--- src/rtl/rxs_pkg.sv ---
package rxs_pkg;
  typedef enum logic [2:0] {
    RX_IDLE,
    RX_START,
    RX_DATA,
    RX_PAR,
    RX_STOP,
    RX_STOP2
  } rx_state_e;
endpackage

--- src/rtl/rxs_sync.sv ---
module rxs_sync #(
  parameter int STAGES = 2
) (
  input  logic clk,
  input  logic rst_n,
  input  logic d_i,
  output logic q_o
);
  logic [STAGES-1:0] pipe_q;

  always_ff @(posedge clk or negedge rst_n) begin
    if (!rst_n) pipe_q <= '1;
    else        pipe_q <= {pipe_q[STAGES-2:0], d_i};
  end

  assign q_o = pipe_q[STAGES-1];
endmodule

--- src/rtl/rxs_framer.sv ---
module rxs_framer
  import rxs_pkg::*;
#(
  parameter int DATA_W = 8,
  parameter int OSR    = 16
) (
  input  logic              clk,
  input  logic              rst_n,
  input  logic              tick_i,
  input  logic              line_i,
  input  logic              en_i,
  input  logic              short_i,
  input  logic              par_en_i,
  input  logic              par_odd_i,
  input  logic              two_stop_i,
  output logic              done_o,
  output logic              ferr_o,
  output logic              perr_o,
  output logic [DATA_W-1:0] word_o
);
  localparam int CW = $clog2(OSR);
  localparam int BW = $clog2(DATA_W);
  localparam logic [CW-1:0] MID  = CW'(OSR/2 - 1);
  localparam logic [CW-1:0] FULL = CW'(OSR - 1);

  rx_state_e         st_q;
  logic [CW-1:0]     tcnt_q;
  logic [BW-1:0]     bidx_q;
  logic [DATA_W-1:0] sh_q;
  logic              parb_q;
  logic [BW-1:0]     last_idx;
  logic              at_end;

  assign last_idx = short_i ? BW'(DATA_W - 2) : BW'(DATA_W - 1);
  assign at_end   = tick_i && (tcnt_q == FULL);

  always_ff @(posedge clk or negedge rst_n) begin
    if (!rst_n) begin
      st_q   <= RX_IDLE;
      tcnt_q <= '0;
      bidx_q <= '0;
      sh_q   <= '0;
      parb_q <= 1'b0;
      done_o <= 1'b0;
      ferr_o <= 1'b0;
      perr_o <= 1'b0;
    end else begin
      done_o <= 1'b0;
      if (tick_i && st_q != RX_IDLE) tcnt_q <= tcnt_q + 1'b1;
      unique case (st_q)
        RX_IDLE: if (tick_i && en_i && !line_i) begin
          st_q   <= RX_START;
          tcnt_q <= '0;
          sh_q   <= '0;
          parb_q <= 1'b0;
        end
        RX_START: if (tick_i && tcnt_q == MID) begin
          tcnt_q <= '0;
          bidx_q <= '0;
          st_q   <= line_i ? RX_IDLE : RX_DATA;
        end
        RX_DATA: if (at_end) begin
          sh_q[bidx_q] <= line_i;
          if (bidx_q == last_idx) st_q <= par_en_i ? RX_PAR : RX_STOP;
          else                    bidx_q <= bidx_q + 1'b1;
        end
        RX_PAR: if (at_end) begin
          parb_q <= line_i;
          st_q   <= RX_STOP;
        end
        RX_STOP: if (at_end) begin
          done_o <= 1'b1;
          ferr_o <= !line_i;
          perr_o <= par_en_i && ((^sh_q ^ parb_q) != par_odd_i);
          st_q   <= two_stop_i ? RX_STOP2 : RX_IDLE;
        end
        RX_STOP2: if (at_end) st_q <= RX_IDLE;
        default: st_q <= RX_IDLE;
      endcase
    end
  end

  assign word_o = sh_q;
endmodule

--- src/rtl/rxs_status.sv ---
module rxs_status #(
  parameter int DATA_W = 8
) (
  input  logic              clk,
  input  logic              rst_n,
  input  logic              done_i,
  input  logic              ferr_i,
  input  logic              perr_i,
  input  logic [DATA_W-1:0] word_i,
  input  logic              clr_full_i,
  input  logic              clr_ovr_i,
  input  logic              clr_frm_i,
  input  logic              clr_par_i,
  output logic [DATA_W-1:0] rdata_o,
  output logic              full_o,
  output logic              ovr_o,
  output logic              frm_o,
  output logic              par_o
);
  always_ff @(posedge clk or negedge rst_n) begin
    if (!rst_n) begin
      rdata_o <= '0;
      full_o  <= 1'b0;
      ovr_o   <= 1'b0;
      frm_o   <= 1'b0;
      par_o   <= 1'b0;
    end else begin
      if (clr_full_i) full_o <= 1'b0;
      if (clr_ovr_i)  ovr_o  <= 1'b0;
      if (clr_frm_i)  frm_o  <= 1'b0;
      if (clr_par_i)  par_o  <= 1'b0;
      if (done_i) begin
        if (full_o) begin
          ovr_o <= 1'b1;
        end else begin
          rdata_o <= word_i;
          if (ferr_i || perr_i) begin
            if (ferr_i) frm_o <= 1'b1;
            if (perr_i) par_o <= 1'b1;
          end else begin
            full_o <= 1'b1;
          end
        end
      end
    end
  end
endmodule

--- src/rtl/async_rx_core.sv ---
module async_rx_core #(
  parameter int DATA_W = 8,
  parameter int OSR    = 16,
  parameter int SYNC_N = 2
) (
  input  logic              clk,
  input  logic              rst_n,
  input  logic              smp_tick_i,
  input  logic              rxd_i,
  input  logic              cfg_short_i,
  input  logic              cfg_par_en_i,
  input  logic              cfg_par_odd_i,
  input  logic              cfg_two_stop_i,
  input  logic              rie_i,
  input  logic              clr_full_i,
  input  logic              clr_ovr_i,
  input  logic              clr_frm_i,
  input  logic              clr_par_i,
  output logic [DATA_W-1:0] rdata_o,
  output logic              full_o,
  output logic              ovr_err_o,
  output logic              frm_err_o,
  output logic              par_err_o,
  output logic              rxi_o,
  output logic              eri_o
);
  logic              line_s;
  logic              done_w, ferr_w, perr_w;
  logic [DATA_W-1:0] word_w;
  logic              any_err;

  assign any_err = ovr_err_o | frm_err_o | par_err_o;

  rxs_sync #(.STAGES(SYNC_N)) u_sync (
    .clk(clk), .rst_n(rst_n), .d_i(rxd_i), .q_o(line_s)
  );

  rxs_framer #(.DATA_W(DATA_W), .OSR(OSR)) u_framer (
    .clk(clk), .rst_n(rst_n), .tick_i(smp_tick_i), .line_i(line_s),
    .en_i(!any_err), .short_i(cfg_short_i), .par_en_i(cfg_par_en_i),
    .par_odd_i(cfg_par_odd_i), .two_stop_i(cfg_two_stop_i),
    .done_o(done_w), .ferr_o(ferr_w), .perr_o(perr_w), .word_o(word_w)
  );

  rxs_status #(.DATA_W(DATA_W)) u_status (
    .clk(clk), .rst_n(rst_n), .done_i(done_w), .ferr_i(ferr_w),
    .perr_i(perr_w), .word_i(word_w), .clr_full_i(clr_full_i),
    .clr_ovr_i(clr_ovr_i), .clr_frm_i(clr_frm_i), .clr_par_i(clr_par_i),
    .rdata_o(rdata_o), .full_o(full_o), .ovr_o(ovr_err_o),
    .frm_o(frm_err_o), .par_o(par_err_o)
  );

  assign rxi_o = full_o & rie_i;
  assign eri_o = any_err & rie_i;
endmodule

--- config.mk ---
export PLATFORM = sky130hd
export DESIGN_NAME = async_rx_core
export DESIGN_NICKNAME = d
export VERILOG_FILES = /design/src/rtl/rxs_pkg.sv /design/src/rtl/rxs_sync.sv /design/src/rtl/rxs_framer.sv /design/src/rtl/rxs_status.sv /design/src/rtl/async_rx_core.sv
export SDC_FILE = /design/constraint.sdc
export NUM_CORES = 1
export LEC_CHECK = 0
export ABC_AREA = 1
export BUFFER_PORTS_ARGS = -buffer_cell sky130_fd_sc_hd__buf_2
export CAP_MARGIN = 15
export CORE_MARGIN = 2
export CORE_UTILIZATION = 51
export DETAILED_ROUTE_END_ITERATION = 16
export PLACE_DENSITY_LB_ADDON = 0.08
export SLEW_MARGIN = 0
export SYNTH_ARGS = -nofsm -noshare
export SYNTH_HDL_FRONTEND = slang
export SYNTH_SLANG_ARGS = --single-unit
--- constraint.sdc ---
create_clock -name clk -period 1.7 [get_ports clk]
set_clock_uncertainty 0.15 [all_clocks]
set_input_delay 0.34 -clock clk [delete_from_list [all_inputs] [get_ports clk]]
set_output_delay 0.34 -clock clk [all_outputs]
set_load 0.01 [all_outputs]
; ---- Word level (Yosys, flattened, before mapping)
; Index checks and enable logic that the tools add are counted.
[classes]
addsub = 2
magnitude_cmp = 2
n_mux = 48
n_bitwise = 6
eq_ne = 17
n_reduce_logical = 22
[ops]
columns = operator, count
row1 = 3-bit 2-to-1 mux, 12
row2 = 1-bit 2-to-1 mux, 23
row3 = 3-bit one-hot mux with 6 select lines, 1
row4 = 8-bit 2-to-1 mux, 2
row5 = 8-bit one-hot mux with 2 select lines, 1
row6 = "2-bit by 1-bit inequality test with 1-bit output, second input constant", 7
row7 = 4-bit 2-to-1 mux, 3
row8 = 8-bit bitwise mux, 1
row9 = 4-bit one-hot mux with 2 select lines, 1
row10 = 8-bit parity, 1
row11 = 1-bit logical AND, 7
row12 = 7-bit AND reduction, 1
row13 = "3-bit by 2-bit equality test with 1-bit output, second input constant", 2
row14 = "3-bit equality test, second input constant", 2
row15 = 3-bit one-hot mux with 2 select lines, 1
row16 = 3-bit AND reduction, 2
row17 = 2-bit nonzero test, 3
row18 = "4-bit by 1-bit adder with 4-bit output, second input constant", 1
row19 = "4-bit by 3-bit equality test with 1-bit output, second input constant", 1
row20 = "4-bit equality test, second input constant", 1
row21 = "3-bit by 4-bit < comparator with 1-bit output, second input constant", 1
row22 = 2-bit AND reduction, 2
row23 = 4-bit AND reduction, 1
row24 = "3-bit by 1-bit adder with 3-bit output, second input constant", 1
row25 = 16 further kinds, 19
[totals]
word_cells = 111
output_inout_bits = 14
input_bits = 13
ff_bits = 36

; ---- Longest topological paths before layout
; Gate-level depths: netlist of the first run.
[depth]
depth_word = 7
mapped_depth = 11
ltp_nobuf = 11

; ---- Hierarchy
; Synthesis of the first run repeated with hierarchy kept, for this count alone.
[unflattened]
hier_cells = 266
area_unflattened_um2 = 2047.0
[modules_own_cells]
columns = mod, area_each_um2, instances, seq_area_each_um2, cells_each
row1 = rxs_framer, 1477.7, 1, 550.5, 200
row2 = rxs_status, 488.0, 1, 300.3, 57
row3 = rxs_sync, 52.6, 1, 52.6, 2
row4 = async_rx_core, 28.8, 1, 0.0, 7

; ---- Least setup slack after synthesis of the first run
; OpenSTA, ideal clock, no wires.
[synth_timing]
kind = register to register
start = reg u_framer.tcnt_q[0]
end = reg u_framer.st_q[1]
arrival_time_ns = 1.287
path_stages_with_launch = 10
n_path_buf = 0
synth_period_minus_slack_ns = 1.554
setup_ns = 0.117
slack_ns = 0.146
required_ns = 1.433
path_cell_list = dfrtp_1 ha_1 nand2_1 inv_1 nand3_1 inv_1 nor3_1 nor2_2 nand3_1 nand2_1
[synth_between]
elab_chain_len = 4
word_cells_on_any_way = 10
classes_between = eq/ne: 7 / reduce/logical: 3
[synth_lines]
columns = item, line
row1 = from (decl), rxs_framer.sv:27  ; logic [CW-1:0] tcnt_q;
row2 = from (signal assigned), rxs_framer.sv:49  ; if (tick_i && st_q != RX_IDLE) tcnt_q <= tcnt_q + 1'b1;
row3 = 4-bit equality test / 4-bit by 3-bit equality test with 1-bit output (equally long branches), "rxs_framer.sv:35, rxs_framer.sv:57"
row4 = 1-bit logical AND (on tied branches), "rxs_framer.sv:35, rxs_framer.sv:57"
row5 = 2-bit by 1-bit inequality test with 1-bit output (no line), -
row6 = 7-bit AND reduction (no line) (*), -
row7 = to (signal assigned), rxs_framer.sv:60  ; st_q <= line_i ? RX_IDLE : RX_DATA;
row8 = to (signal assigned), rxs_framer.sv:64  ; if (bidx_q == last_idx) st_q <= par_en_i ? RX_PAR : RX_STOP;
row9 = to (signal assigned), rxs_framer.sv:75  ; st_q <= two_stop_i ? RX_STOP2 : RX_IDLE;
row10 = to (decl), rxs_framer.sv:26  ; rx_state_e st_q;
; Every way passes the cells marked *; elsewhere a longest branch is shown, timed or not.
; A chain may end at the register's enable or synchronous reset.

; ---- Worst setup path in the final report of the first run
[layout_timing]
start = reg u_framer.tcnt_q[1]
end = reg u_framer.st_q[0]
; The elaborated chain is that of the path after synthesis.

==> results of run 1 <==
[cell families (layout without fill, tap and decap cells)]
logic type | after synthesis | in the layout | share of synthesized area, %
muxes | 2 | 2 | 1.166
adders and majority gates | 3 | 3 | 1.943
DFF | 36 | 36 | 46.76
and+or+nand+nor | 141 | 142 | 32.32
xor gates and xnor gates | 5 | 5 | 2.267
AOI/OAI and AO/OA | 28 | 28 | 7.967
buffers and inverters | 38 | 75 | 7.578
[path summary, 6_finish.rpt]
kind / startpoint / end / slack, ns / cells after the start
setup reg to reg: u_framer.tcnt_q[1]$_DFF_PN0_ / u_framer.st_q[0]$_DFFE_PN0P_ / 0.07 / 10
setup / recovery: u_framer.tcnt_q[1]$_DFF_PN0_ / u_framer.st_q[0]$_DFFE_PN0P_ / 0.07 / 10
max in group asynchronous: rst_n / u_sync.pipe_q[1]$_DFF_PN1_ / 0.59 / 3
hold / removal: clr_par_i / u_status.par_o$_DFF_PN0_ / 0.08 / 2
min in group asynchronous: rst_n / u_framer.tcnt_q[1]$_DFF_PN0_ / 0.47 / 3
hold reg to reg: u_sync.pipe_q[0]$_DFF_PN1_ / u_sync.pipe_q[1]$_DFF_PN1_ / 0.21 / 0
[worst max-delay path: stages (launching register included)]
cell and delay [ns]:
dfrtp_1 0.40, ha_1 0.18, nand2_1 0.07, inv_2 0.07, nand3_1 0.09, nand3_2 0.12, nand2_1 0.10, a21oi_4 0.17
nand2_2 0.07, nand2_1 0.06, nand2_1 0.04
[layout by cell type, fill, tap and decap left out, drive strengths merged]
cell         count
nand2           79
buf             32
nand3           29
o32ai            1
dlygate4sd3      2
o211ai           1
o221ai           1
dfstp            2
and3             1
xor2             4
xnor2            1
dfrtp           34
inv             34
nor2            22
ha               3
mux2             2
a21oi            1
clkbuf           7
nor3            11
o21ai           24
[cell type report]
cell class	count	area [sq um]	share of cell area (%)
Tap cell	48	60.06	2.550
Timing Repair Buffer	34	195.2	8.289
Inverter	34	130.1	5.526
Multi-Input combinational cell	180	968.4	41.13
Sequential cell	36	904.6	38.42
Clock buffer	7	96.34	4.091
[state kept, by name (all words and copies together) (netlist names)]
signal,flops
u_framer.bidx_q,3
u_framer.done_o,1
u_framer.ferr_o,1
u_framer.parb_q,1
u_framer.perr_o,1
u_framer.st_q,3
u_framer.tcnt_q,4
u_framer.word_o,8
u_status.frm_o,1
u_status.full_o,1
u_status.ovr_o,1
u_status.par_o,1
u_status.rdata_o,8
u_sync.pipe_q,2
[repair_timing]
action,in CTS,in global routing
endpoints found under the setup margin,3,15
buffers inserted,0,1
gates resized for setup,1,25
pin swaps,0,2
hold buffers,2,0
gates cloned,0,1
hold endpoints to repair,35,0
[metrics by stage]
stage                     instance area (sq um)  hold slack (ns)  instances  setup WS (ns)  utilization, %
after floorplan                            1932          -0.1056        253         0.1463               -
after global placement                     2141           0.1955        328        0.06307           58.48
after detailed placement                   2141           0.1982        328      -0.003543           58.48
after CTS                                  2262          0.07061        337       0.003894           61.79
after global routing                       2355          0.06646        339       -0.05324           64.32
final                                      2355          0.07816        339        0.07196           64.32
[report_power, final]
group | internal [uW] | switching, uW
clock network | 361 | 296
logic | 419 | 679
registers | 988 | 188
[layer usage]
metal | routed length, um | global-route usage, % | part of all wire (%) | vias to the layer above
met2 | 1806 | 30.87 | 47 | 25
met5 | 0 | 0 | 0 | -
met1 | 1887 | 26.67 | 49 | 743
met3 | 131 | 6.164 | 3.4 | 6
met4 | 55 | 6.250 | 1.4 | 0
li1 | - | - | - | 882
==> results by group, run 1 <==
Run status
  – Status: completed

Hold path
  – Min-delay worst type: in -> reg

Placed design
  – PortBufs: 26
  – Post-DP HPWL: 2750 um
  – Placer Congestion: 0.8020

Logic synthesis
  – #FFs+latches synth: 36
  – Ranking of synthesized cells by area: dfrtp_1 44%, nand2_1 14%, nand3_1 7.0%
  – Seq/Total Area, Yosys: 46.76%
  – Avg Inst Size Synth: 7.636 sq um
  – Syn Std Cell Area: 1932 sq um
  – Number of standard cells after synthesis: 253
  – Top-area cell type share of the netlist area: 44.04%
  – Syn_nets: 269
  – Count leader, synth: nand2_1
  – Primary FF master, synth: dfrtp_1
  – Async S/R FF share, synth: 100.0%
  – Post-synth top cells: 73 x nand2_1, 34 x dfrtp_1, 32 x inv_1, 27 x nand3_1, 20 x o21ai_0
  – Post-synth EDFFs: 0
  – Largest area contributor in the netlist: dfrtp_1
  – Yosys cell types: 25
  – Yosys Warn Count: 0

Critical path
  – WP data arrival: 1.67 ns
  – Max FO, Critical Path: 4
  – Critical Setup Path Class: reg -> reg
  – Type of origin of the critical path: register
  – WP data required: 1.74 ns
  – CP endpoint kind: register

Detailed routing
  – Drt first pass iters: 4
  – Vias per cell: 4.885
  – Post-DRT Antenna Nets: 0
  – 1st-iter DRT viols: 95
  – Final wirelength: 3880 um
  – Vias: 1656
  – Routed len/inst: 11.45 um
  – Drc violations: 0

Layout
  – Ratio of cells with drive above 1 in the final layout: 24.05%
  – Nets: 307
  – Area grow syn2layout: 21.89%
  – ANT cells: 0
  – Fillers: 324

Floorplan
  – Row Count: 22
  – Die Width: 65.55 um
  – Die area: 4296 sq um
  – Initial core utilization: 52.77%
  – Core Area: 3661 sq um
  – IO Count: 27
  – Die span in y: 65.55 um

Global routing
  – Tot GR Track Use: 19.90%
  – Vias in the first global route: 1452
  – Largest net degree at the start of global routing: 37
  – Initial antenna violation count: 0
  – Gr ovfl total: 0
  – First-pass GRT wire length: 6451 um

Timing
  – Hold Vio Cnt, Final: 0
  – Worst-Margin Slew: 0.4498 ns
  – Maximum clock frequency: 614.2 MHz
  – Period minus WS final: 1.628 ns
  – Sum Neg Setup Slack: 0 ns
  – Final setup fails: 0
  – Post-route clock period utilization: 95.77%
  – Worst slew margin: 70.01%
  – Unrepaired setup endpoints after global routing: yes
  – Final Max Slew Viols: 0

Clock tree
  – Clock latency on the worst-skew pair: 0.29 ns
  – Root buffer cell: clkbuf_8
  – Max clock buf depth: 2
  – Clk sinks: 36
  – CTS tree: done
  – Number of H-tree levels: 2
  – Number of CTS-inserted buffers: 5
  – Clk slew on worst S/H paths: 0.07 ns

Power and ir drop
  – Static Leak: 0.001258 uW
  – Peak supply drop: 0.8369 mV
  – Ratio of total power to cell area: 1245 nW/um^2
  – Total power: 2931 uW

Flow run
  – Max-cap violation count: 0
No activity file was read; power rests on OpenSTA's default activity.
==> inputs of run 2 (changes only) <==
- ABC_AREA: 1 -> default
==> results by group, run 2 <==
Run status
  – Status: complete, but fails checks
  – Failing checks: negative setup slack

Clock tree
  – Max clock buf depth: 2
  – Number of H-tree levels: 2
  – Clk slew on worst S/H paths: 0.06 ns
  – Root buffer cell: clkbuf_8
  – CTS tree: done
  – Number of CTS-inserted buffers: 5
  – Clock latency on the worst-skew pair: 0.30 ns
  – Clk sinks: 36

Detailed routing
  – Drt first pass iters: 4
  – 1st-iter DRT viols: 70
  – Post-DRT Antenna Nets: 0
  – Vias: 1767
  – Final wirelength: 4814 um
  – Routed len/inst: 15.38 um
  – Drc violations: 0
  – Vias per cell: 5.645

Power and ir drop
  – Combinational fraction of design power: 45.6%
  – Ratio of total power to cell area: 1259 nW/um^2
  – Total power: 3284 uW
  – Register share of total power: 36.7%
  – Static Leak: 0.001217 uW
  – Peak supply drop: 0.9647 mV
  – Clock power frac: 17.7%
  – Int Pwr: 2041 uW
  – Psw: 1243 uW
  – Switch share: 37.86%

Logic synthesis
  – Top-area cell type share of the netlist area: 42.85%
  – Async S/R FF share, synth: 100.0%
  – Yosys cell types: 50
  – Seq/Total Area, Yosys: 45.49%
  – Avg Inst Size Synth: 9.782 sq um
  – Largest area contributor in the netlist: dfrtp_1
  – Post-synth EDFFs: 0
  – Yosys Warn Count: 0
  – #FFs+latches synth: 36
  – Number of standard cells after synthesis: 203
  – Post-synth top cells: 34 x dfrtp_1, 17 x inv_1, 16 x o21ai_0, 15 x nand2_1, 12 x nor2_1
  – Syn_nets: 219
  – Primary FF master, synth: dfrtp_1
  – Syn Std Cell Area: 1986 sq um
  – Count leader, synth: dfrtp_1
  – Ranking of synthesized cells by area: dfrtp_1 43%, o21ai_0 4.0%, xnor2_1 3.5%

Critical path
  – Type of origin of the critical path: register
  – WP data arrival: 1.22 ns
  – R2r setup slk: 0.01 ns
  – CP endpoint kind: primary output
  – Critical Setup Path Class: reg -> out
  – Max FO, Critical Path: 2
  – WP data required: 1.21 ns

Global routing
  – First-pass GRT wire length: 8079 um
  – Largest net degree at the start of global routing: 22
  – Vias in the first global route: 1764
  – Initial antenna violation count: 0
  – Gr ovfl total: 0
  – Tot GR Track Use: 24.83%

Floorplan
  – Initial core utilization: 53.83%
  – Row Count: 22
  – Core Area: 3689 sq um
  – Die Width: 66.40 um
  – Die span in y: 66.40 um
  – Die area: 4408 sq um
  – IO Count: 27

Layout
  – Nets: 281
  – Area grow syn2layout: 31.38%
  – Most frequent cells in the layout: 34 x dfrtp_1, 32 x buf_4, 26 x buf_2
  – Commonest non-fill, non-tap cell in the layout: dfrtp_1
  – Final instance area: 2609 sq um
  – ANT cells: 0
  – Ratio of cells with drive above 1 in the final layout: 35.09%

Timing
  – Final setup fails: 1
  – Hold Vio Cnt, Final: 0
  – Worst-Margin Slew: 0.4236 ns
  – Post-route clock period utilization: 100.3%
  – Unrepaired setup endpoints after global routing: yes
  – Hold_ws: 0.07320 ns
  – Final worst slack: -0.005077 ns
  – Final Max Slew Viols: 0
  – Maximum clock frequency: 586.5 MHz
  – Period minus WS final: 1.705 ns
  – Worst slew margin: 71.76%

Placed design
  – Area post-placement: 2359 sq um
  – PortBufs: 26
  – Placer Congestion: 0.8664
  – Post-DP HPWL: 3462 um

Flow run
  – Max-cap violation count: 0

Hold path
  – Min-delay worst type: in -> reg
-- run 2: worst paths after layout --
| path | from | endpoint | cells after the start |
|---|---|---|---|
| hold reg to reg | u_sync.pipe_q[0]$_DFF_PN1_ | u_sync.pipe_q[1]$_DFF_PN1_ | 0 |
| setup reg to reg | u_status.frm_o$_DFF_PN0_ | u_framer.tcnt_q[3]$_DFF_PN0_ | 6 |
| min in group asynchronous | rst_n | u_status.frm_o$_DFF_PN0_ | 2 |
| max in group asynchronous | rst_n | u_framer.ferr_o$_DFFE_PN0P_ | 3 |
| hold / removal | clr_ovr_i | u_status.ovr_o$_DFF_PN0_ | 2 |
| setup / recovery | u_status.frm_o$_DFF_PN0_ | eri_o | 4 |
-- run 2: critical path, cell delays in order (launching register included) --
cell and delay, ns:
dfrtp_1 0.39, nor3_2 0.22, buf_4 0.14, nor2b_1 0.04, buf_2 0.13
-- run 2: power by group through the flow --
stage,Clock (uW),Sequential [uW],Combinational (uW)
2_1_floorplan,0,1160,872
3_3_place_gp,0,1190,1280
3_5_place_dp,0,1200,1340
4_1_cts,592,1190,1370
5_1_grt,624,1230,1640
6_report,582,1210,1500
-- run 2: cell type report --
type	count	area (sq um)
Tap cell	48	60.06
Clock inverter	1	5.005
Fill cell	300	1080
Clock buffer	6	72.57
Sequential cell	36	903.4
Inverter	17	63.81
Timing Repair Buffer	64	452.9
Multi-Input combinational cell	141	1051
-- run 2: per-stage QoR --
stage,setup slack (ns),instances,setup TNS (ns),utilization [%]
finish,-0.005077,313,-0.005077,70.73
global route,-0.09351,313,-0.5688,70.73
CTS,-0.01064,310,-0.01971,68.39
detailed placement,-0.04953,296,-0.09802,63.94
global placement,-0.02624,296,-0.05224,63.94
floorplan,0.001796,203,0,-
-- run 2: timing repair --
| item | 4_1_cts | 5_1_grt |
|---|---|---|
| hold endpoints to repair | 14 | 0 |
| hold buffers | 2 | 0 |
| setup endpoints to repair | 14 | 20 |
| buffers inserted | 5 | 3 |
| resized for setup | 6 | 17 |
| pin swaps | 9 | 9 |
-- run 2: kinds of logic after synthesis --
| group | after synthesis | synth area share, % |
|---|---|---|
| buffers and inverters | 26 | 5.482 |
| xor gates and xnor gates | 12 | 5.986 |
| AOI/OAI and AO/OA | 54 | 19.98 |
| DFF | 36 | 45.49 |
| adders and majority gates | 3 | 1.891 |
| and+or+nand+nor | 67 | 18.53 |
| muxes | 5 | 2.646 |
-- run 2: routing by layer --
layer / up-vias / track usage, % / wire (um) / share of wire [%]
li1: 851 / - / - / -
met1: 854 / 31.69 / 2094 / 43
met2: 53 / 40.63 / 2384 / 50
met3: 9 / 4.429 / 258 / 5.4
met4: 0 / 11.73 / 77 / 1.6
met5: - / 0 / 0 / 0
==> inputs of run 3 (changes only) <==
- CORE_UTILIZATION: 51 -> 53
- CTS_BUF_LIST: default -> sky130_fd_sc_hd__clkbuf_2
==> results by group, run 3 (synthesized netlist as in run 2, its figures left out) <==
Detailed routing
  – Vias per cell: 5.748
  – Vias: 1805
  – Final wirelength: 4908 um
  – Post-DRT Antenna Nets: 0
  – Routed len/inst: 15.63 um
  – 1st-iter DRT viols: 107
  – Drt first pass iters: 4
  – Drc violations: 0

Floorplan
  – IO Count: 27
  – Die span in y: 65.21 um
  – Core Area: 3633 sq um
  – Initial core utilization: 54.65%
  – Row Count: 22
  – Die area: 4252 sq um
  – Die Width: 65.21 um

Run status
  – Failing checks: negative setup slack
  – Status: complete, but fails checks

Timing
  – Post-route clock period utilization: 110.4%
  – Worst-Margin Slew: 0.4290 ns
  – Period minus WS final: 1.877 ns
  – Final worst slack: -0.1769 ns
  – Sum Neg Setup Slack: -0.1769 ns
  – Worst slew margin: 71.18%
  – Final setup fails: 1
  – Unrepaired setup endpoints after global routing: yes
  – Hold Vio Cnt, Final: 0
  – Final Max Slew Viols: 0
  – Maximum clock frequency: 532.8 MHz

Critical path
  – CP max stage delay: 0.43 ns
  – CP top delay family: flip-flops
  – Slowest CP cell: dfrtp_1
  – Reg2reg start: u_framer.tcnt_q[1]$_DFF_PN0_
  – WP data arrival: 1.39 ns
  – Type of origin of the critical path: register
  – WP data required: 1.21 ns
  – Cell Chain, Critical Path: nor3_2 > buf_4 > nor2b_2 > buf_2
  – Worst Setup SP: u_status.ovr_o$_DFF_PN0_
  – Max FO, Critical Path: 2
  – Crit path buf inv count: 2
  – Critical Setup Path Class: reg -> out
  – CP endpoint kind: primary output

Power and ir drop
  – Static Leak: 0.001242 uW
  – Ratio of total power to cell area: 1250 nW/um^2
  – Peak supply drop: 0.8390 mV

Layout
  – Commonest non-fill, non-tap cell in the layout: dfrtp_1
  – ANT cells: 0
  – Util after Layout: 73.73%
  – Most frequent cells in the layout: 32 x dfrtp_1, 28 x buf_4, 27 x buf_2
  – Ratio of cells with drive above 1 in the final layout: 38.35%
  – Fillers: 258
  – Area grow syn2layout: 34.91%
  – Nets: 281

Global routing
  – Largest net degree at the start of global routing: 23
  – Vias in the first global route: 1739
  – Initial antenna violation count: 0
  – First-pass GRT wire length: 7803 um
  – Gr ovfl total: 0
  – Tot GR Track Use: 23.94%

Clock tree
  – CTS tree: done
  – Clock latency on the worst-skew pair: 0.40 ns
  – Max clock buf depth: 2
  – Number of CTS-inserted buffers: 5
  – Clk sinks: 36
  – Clk slew on worst S/H paths: 0.20 ns
  – Root buffer cell: clkbuf_2
  – Number of H-tree levels: 2

Hold path
  – Hold Crit Start: cfg_par_en_i
  – Min-delay worst type: in -> reg

Placed design
  – Placer Congestion: 0.9167
  – PortBufs: 26
  – Post-DP HPWL: 3235 um

Flow run
  – Max-cap violation count: 0
==> run 3: layer usage <==
metal | up-vias | track usage [%] | wire length, um | share of wire [%]
li1 | 843 | - | - | -
met1 | 881 | 29.18 | 2104 | 43
met2 | 67 | 41.20 | 2466 | 50
met3 | 14 | 6.164 | 239 | 4.9
met4 | 0 | 8.073 | 97 | 2.0
met5 | - | 0 | 0 | 0
==> run 3: timing repair <==
| item | 4_1_cts | 5_1_grt |
|---|---|---|
| hold buffers | 4 | 0 |
| setup buffers | 7 | 5 |
| gates resized for setup | 11 | 34 |
| cloned | 0 | 1 |
| setup endpoints to repair | 17 | 20 |
| pin swaps | 11 | 13 |
| hold endpoints to repair | 29 | 0 |
==> run 3: area by class of cell <==
type                            instances  area [sq um]  area share, %
Tap cell                               48         60.06          2.242
Multi-Input combinational cell        141          1132          42.27
Clock inverter                          3         37.54          1.401
Timing Repair Buffer                   64         450.4          16.81
Clock buffer                            5         25.02         0.9341
Inverter                               17         67.56          2.522
Sequential cell                        36         905.9          33.82
==> run 3: worst reg2reg max path, cell delays in order (launching register included) <==
cell and delay [ns]:
dfrtp_1 0.44, ha_4 0.16, nand3_2 0.08, or3b_4 0.39, a211oi_4 0.31, nor2_1 0.07
==> run 3: worst paths after layout <==
path	to	slack (ns)	cells after the start
min reg2reg	u_sync.pipe_q[1]$_DFF_PN1_	0.23	0
min in group asynchronous	u_framer.st_q[1]$_DFFE_PN0P_	0.23	2
max reg2reg	u_framer.tcnt_q[1]$_DFF_PN0_	0	5
min	u_framer.perr_o$_DFFE_PN0P_	0.07	3
max	eri_o	-0.18	4
max in group asynchronous	u_status.full_o$_DFF_PN0_	0.70	3
==> run 3: per-stage QoR <==
stage               instances  hold slack (ns)  total power [uW]  setup WS (ns)  cell area (sq um)
global route              314          0.04800              3556        -0.2732               2679
detailed placement        289           0.1304              2448       -0.04882               2306
finish                    314          0.07097              3347        -0.1769               2679
floorplan                 203          -0.1056              2035       0.001796               1991
global placement          289           0.1238              2382       0.005306               2306
CTS                       308          0.06691              3058        -0.1675               2492
==> run 3: where the power goes <==
part / internal, uW / leakage (uW) / switching [uW] / total (uW)
Sequential: 1020 / 0.000471 / 183 / 1200
Combinational: 778 / 0.000733 / 825 / 1600
Clock: 240 / 0.0000380 / 301 / 540
